## config.mk

```make
export PLATFORM = sky130hd
export DESIGN_NAME = io_bus_seq
export DESIGN_NICKNAME = d
export VERILOG_FILES = /design/src/rtl/io_seq_pkg.sv /design/src/rtl/io_seq_plan.sv /design/src/rtl/io_seq_pins.sv /design/src/rtl/io_bus_seq.sv
export SDC_FILE = /design/constraint.sdc
export NUM_CORES = 1
export LEC_CHECK = 0
export BUFFER_PORTS_ARGS = -buffer_cell sky130_fd_sc_hd__buf_2
export CAP_MARGIN = 0
export CORE_ASPECT_RATIO = 1.25
export CORE_MARGIN = 8
export CORE_UTILIZATION = 51
export CTS_CLUSTER_SIZE = 10
export DETAILED_ROUTE_END_ITERATION = 8
export GPL_ROUTABILITY_DRIVEN = 0
export PLACE_DENSITY = 0.86
export SLEW_MARGIN = 25
export SYNTH_ARGS = -nofsm -noshare
export SYNTH_HDL_FRONTEND = slang
export SYNTH_SLANG_ARGS = --single-unit
```

## constraint.sdc

```tcl
create_clock -name clk -period 2.3 [get_ports clk]
set_input_delay 0.23 -clock clk [delete_from_list [all_inputs] [get_ports clk]]
set_output_delay 0.23 -clock clk [all_outputs]
set_load 0.03 [all_outputs]
```

## src/rtl/io_seq_pkg.sv

```systemverilog
package io_seq_pkg;

    typedef enum logic [2:0] {
        ST_IDLE,
        ST_T1,
        ST_T2,
        ST_T3,
        ST_T4
    } bus_state_e;

    typedef enum logic [1:0] {
        LANE_LO,
        LANE_HI,
        LANE_BOTH
    } lane_e;

endpackage

```

## src/rtl/io_seq_plan.sv

```systemverilog
// Works out, for the current phase of a request, the cycle address, the lane
// use, the byte-high-enable and the write value placed on the bus.
module io_seq_plan
    import io_seq_pkg::*;
#(
    parameter int PORT_W = 16,
    parameter int DATA_W = 16,
    localparam int LANE_W = DATA_W / 2
) (
    input  logic [PORT_W-1:0] base_addr,
    input  logic              is_word,
    input  logic              bus8,
    input  logic              phase,
    input  logic [DATA_W-1:0] wdata,
    output logic              split,
    output logic [PORT_W-1:0] cyc_addr,
    output lane_e             lane,
    output logic              cyc_bhe_n,
    output logic [DATA_W-1:0] bus_wdata
);

    logic [LANE_W-1:0] byte_sel;

    always_comb begin
        split     = is_word && (bus8 || base_addr[0]);
        cyc_addr  = base_addr + {{(PORT_W-1){1'b0}}, phase};
        byte_sel  = phase ? wdata[DATA_W-1:LANE_W] : wdata[LANE_W-1:0];
        lane      = LANE_LO;
        cyc_bhe_n = 1'b1;
        bus_wdata = '0;
        if (bus8) begin
            // narrow bus: upper lines keep the address byte
            lane      = LANE_LO;
            cyc_bhe_n = 1'b1;
            bus_wdata = {cyc_addr[PORT_W-1 -: LANE_W], byte_sel};
        end else if (is_word && !split) begin
            lane      = LANE_BOTH;
            cyc_bhe_n = 1'b0;
            bus_wdata = wdata;
        end else if (cyc_addr[0]) begin
            lane      = LANE_HI;
            cyc_bhe_n = 1'b0;
            bus_wdata = {byte_sel, {LANE_W{1'b0}}};
        end else begin
            lane      = LANE_LO;
            cyc_bhe_n = 1'b1;
            bus_wdata = {{LANE_W{1'b0}}, byte_sel};
        end
    end

endmodule

```

## src/rtl/io_seq_pins.sv

```systemverilog
// Decodes the bus pins from the sequencer state.
module io_seq_pins
    import io_seq_pkg::*;
#(
    parameter int PORT_W = 16,
    parameter int DATA_W = 16,
    parameter int HI_W   = 4
) (
    input  bus_state_e        st,
    input  logic              write,
    input  logic [PORT_W-1:0] cyc_addr,
    input  logic              cyc_bhe_n,
    input  logic [DATA_W-1:0] bus_wdata,
    output logic [DATA_W-1:0] ad_out,
    output logic              ad_oe,
    output logic [HI_W-1:0]   a_hi,
    output logic              ale,
    output logic              io_status,
    output logic              bhe_n,
    output logic              rd_n,
    output logic              wr_n,
    output logic              den_n,
    output logic              dt_r
);

    logic active;
    logic strobe_win;
    logic data_win;

    always_comb begin
        active     = (st != ST_IDLE);
        strobe_win = (st == ST_T2) || (st == ST_T3);
        data_win   = strobe_win || (st == ST_T4);

        ale        = (st == ST_T1);
        io_status  = active;
        a_hi       = '0;
        bhe_n      = active ? cyc_bhe_n : 1'b1;
        dt_r       = active && write;
        rd_n       = !(strobe_win && !write);
        wr_n       = !(strobe_win && write);
        den_n      = !(strobe_win || (data_win && write));
        ad_oe      = ale || (data_win && write);
        if (ale)
            ad_out = DATA_W'(cyc_addr);
        else if (data_win && write)
            ad_out = bus_wdata;
        else
            ad_out = '0;
    end

endmodule

```

## src/rtl/io_bus_seq.sv

```systemverilog
module io_bus_seq
    import io_seq_pkg::*;
#(
    parameter int PORT_W   = 16,
    parameter int DATA_W   = 16,
    parameter int HI_W     = 4,
    parameter int DIRECT_W = 8,
    localparam int LANE_W  = DATA_W / 2
) (
    input  logic              clk,
    input  logic              rst_n,
    input  logic              req_valid,
    input  logic              req_write,
    input  logic              req_word,
    input  logic              req_direct,
    input  logic [PORT_W-1:0] req_port,
    input  logic [DATA_W-1:0] req_wdata,
    input  logic              bus8_mode,
    output logic              busy,
    output logic              done,
    output logic [DATA_W-1:0] rd_data,
    output logic [DATA_W-1:0] ad_out,
    output logic              ad_oe,
    input  logic [DATA_W-1:0] ad_in,
    output logic [HI_W-1:0]   a_hi,
    output logic              ale,
    output logic              io_status,
    output logic              bhe_n,
    output logic              rd_n,
    output logic              wr_n,
    output logic              den_n,
    output logic              dt_r
);

    typedef struct packed {
        bus_state_e        st;
        logic              phase;
        logic              write;
        logic              word;
        logic              bus8;
        logic [PORT_W-1:0] addr;
        logic [DATA_W-1:0] wdata;
        logic [DATA_W-1:0] rdata;
        logic              done;
    } seq_regs_t;

    seq_regs_t q, d;

    logic              split;
    logic [PORT_W-1:0] cyc_addr;
    lane_e             lane;
    logic              cyc_bhe_n;
    logic [DATA_W-1:0] bus_wdata;
    logic [LANE_W-1:0] in_byte;

    io_seq_plan #(.PORT_W(PORT_W), .DATA_W(DATA_W)) plan_i (
        .base_addr (q.addr),
        .is_word   (q.word),
        .bus8      (q.bus8),
        .phase     (q.phase),
        .wdata     (q.wdata),
        .split     (split),
        .cyc_addr  (cyc_addr),
        .lane      (lane),
        .cyc_bhe_n (cyc_bhe_n),
        .bus_wdata (bus_wdata)
    );

    io_seq_pins #(.PORT_W(PORT_W), .DATA_W(DATA_W), .HI_W(HI_W)) pins_i (
        .st        (q.st),
        .write     (q.write),
        .cyc_addr  (cyc_addr),
        .cyc_bhe_n (cyc_bhe_n),
        .bus_wdata (bus_wdata),
        .ad_out    (ad_out),
        .ad_oe     (ad_oe),
        .a_hi      (a_hi),
        .ale       (ale),
        .io_status (io_status),
        .bhe_n     (bhe_n),
        .rd_n      (rd_n),
        .wr_n      (wr_n),
        .den_n     (den_n),
        .dt_r      (dt_r)
    );

    always_comb begin
        d       = q;
        d.done  = 1'b0;
        in_byte = (lane == LANE_HI) ? ad_in[DATA_W-1:LANE_W] : ad_in[LANE_W-1:0];
        unique case (q.st)
            ST_IDLE: begin
                if (req_valid) begin
                    d.st    = ST_T1;
                    d.phase = 1'b0;
                    d.write = req_write;
                    d.word  = req_word;
                    d.bus8  = bus8_mode;
                    d.addr  = req_direct ? {{(PORT_W-DIRECT_W){1'b0}}, req_port[DIRECT_W-1:0]}
                                         : req_port;
                    d.wdata = req_wdata;
                    d.rdata = '0;
                end
            end
            ST_T1: d.st = ST_T2;
            ST_T2: d.st = ST_T3;
            ST_T3: begin
                d.st = ST_T4;
                if (!q.write) begin
                    if (lane == LANE_BOTH)
                        d.rdata = ad_in;
                    else if (q.phase)
                        d.rdata[DATA_W-1:LANE_W] = in_byte;
                    else
                        d.rdata[LANE_W-1:0] = in_byte;
                end
            end
            ST_T4: begin
                if (split && !q.phase) begin
                    d.phase = 1'b1;
                    d.st    = ST_T1;
                end else begin
                    d.st   = ST_IDLE;
                    d.done = 1'b1;
                end
            end
            default: d.st = ST_IDLE;
        endcase
    end

    always_ff @(posedge clk or negedge rst_n) begin
        if (!rst_n) begin
            q    <= '0;
            q.st <= ST_IDLE;
        end else begin
            q <= d;
        end
    end

    assign busy    = (q.st != ST_IDLE);
    assign done    = q.done;
    assign rd_data = q.rdata;

endmodule

```

[Word level (Yosys, flattened, before mapping)]
Index checks and enable logic that the tools add are counted.
Storage, ports and cells
  register bits: 56
  latch bits: 0
  bits in writable memories: 0
  bits in read-only memories: 0
  bits of input ports: 55
  output and inout bits: 46
  logic and storage cells: 75
  memories kept: 0
Cells by class
  add/sub/neg operators: 1
  multiply operators: 0
  div/mod/pow operators: 0
  magnitude comparators: 0
  equality and inequality tests: 11
  shift operators: 0
  mux-type cells: 27
  bitwise gates (word level): 0
  reduce and logical (&&, ||, !) cells: 26
Operators with widths (number)
  2-to-1 mux 16 bit: 8
  2-to-1 mux 55 bit: 1
  2-to-1 mux 8 bit: 4
  one-hot mux 16 bit (2 select lines): 1
  adder 16 x 1 -> 16 bit: 1
  one-hot mux 3 bit (5 select lines): 1
  2-to-1 mux 1 bit: 9
  AND reduction 4 bit: 2
  logical AND 1 bit: 7
  equality test 3 x 2 -> 1 bit (second input constant): 2
  zero test 1 bit: 6
  inequality test 2 bit (second input constant): 3
  inequality test 3 bit (second input constant): 2
  logical OR 1 bit: 5
  2-to-1 mux 2 bit: 2
  nonzero test 2 bit: 2
  equality test 3 x 1 -> 1 bit (second input constant): 1
  equality test 3 bit (second input constant): 1
  zero test 3 bit: 1
  AND reduction 3 bit: 1
  nonzero test 3 bit: 1
  equality test 2 x 1 -> 1 bit (second input constant): 1
  equality test 2 bit (second input constant): 1
  one-hot mux 1 bit (2 select lines): 1
  AND reduction 2 bit: 1

[Longest topological paths before layout]
Gate-level depths: netlist of run 1.
  depth after elaboration: 12
  depth in mapped cells: 7
  depth with buffers taken out: 5

[Hierarchy]
A second synthesis of run 1 with hierarchy kept.
Unflattened totals
  cells, all modules: 459
  area total of the unflattened synthesis: 4022.6 µm²
Modules (own cells, without submodules)
  io_bus_seq: times used 1, cells an instance 275, area an instance 2718.9 µm², seq. area each 1401.3 µm²
  io_seq_pins: times used 1, cells an instance 96, area an instance 653.1 µm², seq. area each 0.0 µm²
  io_seq_plan: times used 1, cells an instance 88, area an instance 650.6 µm², seq. area each 0.0 µm²

[Worst setup path after synthesis of run 1]
No wires, ideal clock.
  path kind: flip-flop to output port
  from: reg q[52] (netlist name)
  to: out ad_out[1]
  data arrival time: 2.322 ns
  data required time: 2.070 ns
  slack: -0.252 ns
  stages on the path, launching flop included: 7
  cells stage by stage: dfrtp_1 ha_1 clkbuf_1 o21ai_2 buf_2 a32oi_1 o21ai_0
On the way
  cells in the longest elaborated chain, start to end: 6
  elaborated cells on any way between the ends: 7
RTL lines
  start, declared: RTL line io_bus_seq.sv:47  | seq_regs_t q, d;
  adder 16 x 1 -> 16 bit or 2-to-1 mux 8 bit (tied branches): RTL line io_seq_plan.sv:26, io_seq_plan.sv:27
  2-to-1 mux 16 bit: RTL line io_seq_plan.sv:40  | end else if (cyc_addr[0]) begin
  2-to-1 mux 16 bit: RTL line io_seq_plan.sv:36  | end else if (is_word && !split) begin
  2-to-1 mux 16 bit: RTL line io_seq_plan.sv:31  | if (bus8) begin
  2-to-1 mux 16 bit: RTL line io_seq_pins.sv:46  | else if (data_win && write)
  2-to-1 mux 16 bit *: RTL line io_seq_pins.sv:44  | if (ale)
  end, declared: RTL line io_bus_seq.sv:22  | output logic [DATA_W-1:0] ad_out,
Every way passes the cells marked *; elsewhere a longest branch is shown, timed or not.

[Worst setup path in the final report of run 1]
  from: reg, netlist name q[55]
  to: out ad_out[15]
On the way
  cells in the longest elaborated chain, start to end: 6
  elaborated cells on any way between the ends: 9
RTL lines
  equality test 3 x 2 -> 1 bit: RTL line io_seq_pins.sv:32  | strobe_win = (st == ST_T2) || (st == ST_T3);
  logical OR 1 bit: RTL line io_seq_pins.sv:32
  logical OR 1 bit: RTL line io_seq_pins.sv:33  | data_win = strobe_win || (st == ST_T4);
  logical AND 1 bit: RTL line io_seq_pins.sv:46
  2-to-1 mux 16 bit: RTL line io_seq_pins.sv:46
  2-to-1 mux 16 bit *: RTL line io_seq_pins.sv:44
Marks and branches as above.

==> results of run 1 <==
-- routing by layer --
layer / GRT usage [%] / vias up / wire, µm
met5: 0 / - / 0
met4: 10.9 / 0 / 384
met3: 4.55 / 36 / 759
met2: 32.4 / 156 / 4780
met1: 25.8 / 1503 / 3980
li1: - / 1489 / -
-- power breakdown --
part / leakage [µW] / internal [µW] / switching [µW]
Combinational: 0.00133 / 1560 / 2550
Sequential: 0.000721 / 1430 / 511
Clock: 0.0000642 / 429 / 316
Total: 0.00212 / 3410 / 3380
-- cell usage in the layout, fill, tap and decap left out, types with 5 or more instances in the layout --
master and count:
sky130_fd_sc_hd__nand2_1 112, sky130_fd_sc_hd__buf_2 87, sky130_fd_sc_hd__dfrtp_1 53, sky130_fd_sc_hd__buf_4 34
sky130_fd_sc_hd__mux2i_1 16, sky130_fd_sc_hd__o21ai_0 12, sky130_fd_sc_hd__xor2_1 11, sky130_fd_sc_hd__o21ai_1 10
sky130_fd_sc_hd__nand2b_1 8, sky130_fd_sc_hd__o31ai_1 8, sky130_fd_sc_hd__nand4_1 7, sky130_fd_sc_hd__o22ai_1 7
sky130_fd_sc_hd__inv_1 6, sky130_fd_sc_hd__a32oi_1 6, sky130_fd_sc_hd__nand3b_1 5, sky130_fd_sc_hd__clkbuf_8 5
-- synth_stat cells, types with 4 or more instances --
| master | n |
|---|---|
| sky130_fd_sc_hd__dfrtp_1 | 56 |
| sky130_fd_sc_hd__o31ai_1 | 8 |
| sky130_fd_sc_hd__buf_2 | 5 |
| sky130_fd_sc_hd__nand3_1 | 4 |
| sky130_fd_sc_hd__o21ai_0 | 13 |
| sky130_fd_sc_hd__a32oi_1 | 7 |
| sky130_fd_sc_hd__mux2i_1 | 16 |
| sky130_fd_sc_hd__buf_4 | 6 |
| sky130_fd_sc_hd__xor2_1 | 11 |
| sky130_fd_sc_hd__inv_1 | 6 |
| sky130_fd_sc_hd__o22ai_1 | 7 |
| sky130_fd_sc_hd__nand2_1 | 112 |
| sky130_fd_sc_hd__clkbuf_1 | 15 |
| sky130_fd_sc_hd__a211oi_1 | 4 |
| sky130_fd_sc_hd__nand2b_1 | 9 |
| sky130_fd_sc_hd__nand3b_1 | 5 |
| sky130_fd_sc_hd__and2_1 | 6 |
| sky130_fd_sc_hd__nor2b_1 | 4 |
| sky130_fd_sc_hd__o21ai_1 | 9 |
| sky130_fd_sc_hd__nand4_1 | 7 |
-- flip-flops by register name, indices dropped and copies added, names as in the netlist --
name and count:
rd_data 16, done 1, q 39
-- worst max-delay path: cells and delay by family (launching register included) --
kind	cells	cell delay, ps
AO/OA/AOI/OAI	2	220
buffers and inverters	2	300
flip-flops	1	470
AND/OR/NAND/NOR	2	740
-- final timing paths --
kind                             start           to  slack [ps]
max                              q[55]   ad_out[15]          30
max reg2reg                      q[52]   rd_data[5]         200
min                        req_port[2]        q[35]         100
min reg2reg                rd_data[14]  rd_data[14]         490
min in group asynchronous        rst_n   rd_data[2]         330
max in group asynchronous        rst_n        q[49]        1330
-- what timing repair did --
action,CTS,global route
endpoints found under the hold margin,14,0
hold buffers,1,0
buffers inserted,1,10
setup endpoints to repair,15,15
pin swaps,1,6
gates resized for setup,18,27
-- logic make-up after synthesis --
| family | after synthesis | synth area share [%] |
|---|---|---|
| adder cells (fa/ha/maj) | 2 | 0.776 |
| AND/OR/NAND/NOR | 167 | 25.1 |
| multiplexers | 17 | 5.32 |
| XOR/XNOR | 13 | 3.53 |
| buffers and inverters | 33 | 4.74 |
| other | 1 | 0.116 |
| flip-flops | 56 | 43.5 |
| AO/OA/AOI/OAI | 76 | 16.9 |
-- final cells by class --
cell class,count,area [µm²],area share [%]
Clock buffer,5,68.8,1.65
Sequential cell,56,1410,33.7
Clock inverter,2,60.1,1.44
Tap cell,85,106,2.55
Inverter,7,26.3,0.630
Timing Repair Buffer,122,701,16.8
Multi-Input combinational cell,279,1800,43.2
-- per-stage QoR --
step | util [%] | TNS [ps] | setup WS (ps) | area, µm² | power, µW
after detailed placement | 62.3 | 0 | 77.9 | 3810 | 5490
after global placement | 62.3 | 0 | 154 | 3810 | 5360
after CTS | 65.8 | 0 | 6.22 | 4030 | 6430
final | 68.1 | 0 | 27.9 | 4170 | 6800
after floorplan | - | -795 | -174 | 3250 | 4380
after global routing | 68.1 | -85.5 | -34.3 | 4170 | 7180
==> flow_summary.toml, run 1 <==
[run_status]
run_status = "finished, final reports clean"

[timing]
fin_hold_ws_ps = 102
fin_crit_sh_pct = 98.8
timing.final.max_slew_violations = 0
final_period_demand_of_the_worst_path_ps = 2270
worst-slew-pin-transition_ps = 985
maxClockFrequency_mhz = 440
clock-skew-final_ps = 7.79
slew_headroom_pct = 34.4
hold_viol_final = 0
setup_viol_count_final = 0

[hold_path]
min_path_type = "in -> reg"
worstHoldPathCells = 3

[layout]
area_growth_pct = 29.3
num-fill-cells = 483
final_nets = 528
final_layout_size_suffix_gt1_share_pct = 34.0
antenna_cells_inserted = 0
non_filler_instances = 556

[route]
drtPass1Iterations = 5
route.detailed.drc = 0
vias = 3184
initialDrtViolationCount = 188
route.detailed.vias_per_inst = 5.73
drt-total-wl_um = 9900
per_cell_routed_wire_length_um = 17.8
postRouteAntennaNets = 0

[global_route]
grt_max_degree = 42
grt_pass1_wl_um = 15300
global_route.usage.total_pct = 20.7
grt_pass1_vias = 3123
grt_remaining_overflow = 0
number_of_antenna_violations_at_the_first_check_in_global_routing = 0

[setup_path]
critical_path_class = "reg -> out"
max_stage_delay_ps = 480
critical_path.startpoint_type = "register"
cp-end-kind = "primary output"
critical_path.cell_chain = "or3b_4, inv_2, a211oi_1, o21ai_0, and4b_1, buf_4"
rr_worst_depth = 5
cp_max_fo = 8
critPathRequiredTime_ps = 2070
arrival_ps = 2040
slowest_cell_on_the_critical_path = "sky130_fd_sc_hd__or3b_4"

[yosys]
ys_types = 57
netlist_top_cells_area = "sky130_fd_sc_hd__dfrtp_1 (43%), sky130_fd_sc_hd__nand2_1 (13%), sky130_fd_sc_hd__mux2i_1 (5.0%)"
synthDominantAreaCellType = "sky130_fd_sc_hd__dfrtp_1"
ys.flop_type = "sky130_fd_sc_hd__dfrtp_1"
synth_area_um2 = 3220
ys_warnings = 0
netlist.area_leader.share_pct = 43.5
synth_edf_count = 0
postSynthCellCount = 365
post_synth.cell_area_avg_um2 = 8.83
flop_and_latch_count_out_of_synthesis = 56
synth.yosys.seq_area_share_pct = 43.5
synth-async-reset-ratio_pct = 100

[floorplanning]
placementRows = 32
io_pins = 101
core_um2 = 6130
die_h_um = 105
start_util_pct = 52.6
horizontal_die_dimension_um = 87.1
full_die_area_um2 = 9140

[placement]
portBuffers = 96
place_inst = 537
post-dp-hpwl_um = 7080

[clock_tree]
cts_tree = "done"
h-tree-depth = 2
cts_root_buf = "sky130_fd_sc_hd__clkbuf_8"
cts.clk_slew.worst_paths_ps = 100
max-clock-path-buffers = 2
numCtsBuffers = 5
clock_sinks = 56
worst_skew_pair.late_latency_ps = 310

[pwr]
static-leakage-power_uw = 0.00212
power_density_nw_per_um2 = 1630
maximum_resistive_drop_on_vdd_mv = 0.707

[flow_run]
maxCapViolations = 0
Power figures use the tool's default switching activity.
==> run 2: changes to the inputs <==
- RECOVER_POWER: default -> 50
==> flow_summary.toml, run 2 (synthesis gave the netlist of run 1 again) <==
[pwr]
static-leakage-power_uw = 0.00212
maximum_resistive_drop_on_vdd_mv = 0.707
power_density_nw_per_um2 = 1630

[layout]
largest_register = "q"
largest_register_ff_count = 39
antenna_cells_inserted = 0
non_filler_instances = 556
final_nets = 528
layout.cells.most_common = "sky130_fd_sc_hd__nand2_1"
num-fill-cells = 484
final_layout_size_suffix_gt1_share_pct = 33.8
final_cell_mix = "sky130_fd_sc_hd__nand2_1 (112), sky130_fd_sc_hd__buf_2 (86), sky130_fd_sc_hd__dfrtp_1 (53)"
area_growth_pct = 29.3

[setup_path]
critical-path-top-delay-family = "simple AND/OR/NAND/NOR gates"
reg2reg_to = "rd_data[5]"
critPathRequiredTime_ps = 2070
rr_worst_depth = 5
r2r-start = "q[52]"
cp_max_fo = 8
cp-end-kind = "primary output"
critical_path.cell_chain = "or3b_4, inv_2, a211oi_1, o21ai_0, and4b_1, buf_4"
slowest_cell_on_the_critical_path = "sky130_fd_sc_hd__or3b_4"
cp.buffers_inverters = 2
reg2reg_setup_slack_ps = 200
max_stage_delay_ps = 480
arrival_ps = 2040
critical_path_class = "reg -> out"
critical_path.startpoint_type = "register"

[floorplanning]
placementRows = 32
die_h_um = 105
full_die_area_um2 = 9140
horizontal_die_dimension_um = 87.1
core_um2 = 6130
start_util_pct = 52.6
io_pins = 101

[global_route]
grt_pass1_vias = 3123
grt_pass1_wl_um = 15300
global_route.usage.total_pct = 20.7
grt_max_degree = 42
number_of_antenna_violations_at_the_first_check_in_global_routing = 0
grt_remaining_overflow = 0

[timing]
clock-skew-final_ps = 7.79
setup_slack_ps = 27.9
slew_headroom_pct = 34.2
hold_viol_final = 0
timing.final.max_slew_violations = 0
worst-slew-pin-transition_ps = 987
final_period_demand_of_the_worst_path_ps = 2270
fin_hold_ws_ps = 102
maxClockFrequency_mhz = 440
fin_crit_sh_pct = 98.8
setup_viol_count_final = 0

[hold_path]
min_path_type = "in -> reg"
min_from = "req_port[2]"
worstHoldPathCells = 3
worstHoldEndpoint = "q[35]"

[clock_tree]
max-clock-path-buffers = 2
h-tree-depth = 2
cts.clk_slew.worst_paths_ps = 100
numCtsBuffers = 5
cts_tree = "done"
clock_sinks = 56
cts_root_buf = "sky130_fd_sc_hd__clkbuf_8"
worst_skew_pair.late_latency_ps = 310

[placement]
post-dp-hpwl_um = 7080
place_inst = 537
portBuffers = 96
placement.setup.worst_slack_ps = 77.9

[route]
route.detailed.drc = 0
per_cell_routed_wire_length_um = 17.8
initialDrtViolationCount = 188
vias = 3184
drtPass1Iterations = 5
postRouteAntennaNets = 0
drt-total-wl_um = 9900
route.detailed.vias_per_inst = 5.73

[run_status]
run_status = "finished, final reports clean"

[flow_run]
maxCapViolations = 0
-- run 2: layer usage --
metal,GRT usage (%),vias to the layer above,share of wire [%]
met1,25.8,1503,40
met4,10.9,0,3.9
met2,32.4,156,48
met5,0,-,0
met3,4.55,36,7.7
li1,-,1489,-
-- run 2: final cells by class --
class	count	area, µm²	share of cell area (%)
multi-input cells	279	1800	43.2
repair buffers	122	699	16.8
clock inverters	2	60.1	1.44
flip-flops and latches	56	1410	33.7
clock buffers	5	68.8	1.65
inverters	7	26.3	0.630
well taps	85	106	2.55
-- run 2: where the power goes --
part | switching (µW) | internal (µW)
Combinational | 2550 | 1560
Clock | 316 | 429
Sequential | 511 | 1430
-- run 2: worst max-delay path by stage --
stage | from | endpoint | slack (ps) | cells past startpoint
2_1_floorplan | q[55] | ad_out[12] | -170 | 5
3_3_place_gp | q[33] | ad_out[8] | 150 | 6
3_5_place_dp | q[33] | ad_out[9] | 80 | 6
4_1_cts | q[54] | ad_out[15] | 6 | 6
5_1_grt | q[54] | ad_out[14] | -30 | 5
6_report | q[55] | ad_out[15] | 30 | 6
-- run 2: through the flow --
step	TNS (ps)	power [µW]	util (%)	cell area [µm²]
after detailed placement	0	5490	62.3	3810
final	0	6800	68.0	4170
after CTS	0	6430	65.8	4030
after global placement	0	5360	62.3	3810
after global routing	-85.5	7180	68.0	4170
after floorplan	-795	4380	-	3250
-- run 2: worst reg2reg max path: stages (launching register included) --
cell and delay, ps:
sky130_fd_sc_hd__dfrtp_1 420, sky130_fd_sc_hd__buf_4 260, sky130_fd_sc_hd__inv_1 160, sky130_fd_sc_hd__o32ai_2 880, sky130_fd_sc_hd__nand2_1 170, sky130_fd_sc_hd__o31ai_1 110
-- run 2: repair_timing --
| item | 4_1_cts | 5_1_grt |
|---|---|---|
| pin swaps | 1 | 6 |
| buffers inserted | 1 | 10 |
| endpoints found under the setup margin | 15 | 15 |
| hold buffers | 1 | 0 |
| gates resized for setup | 18 | 27 |
| endpoints found under the hold margin | 14 | 0 |
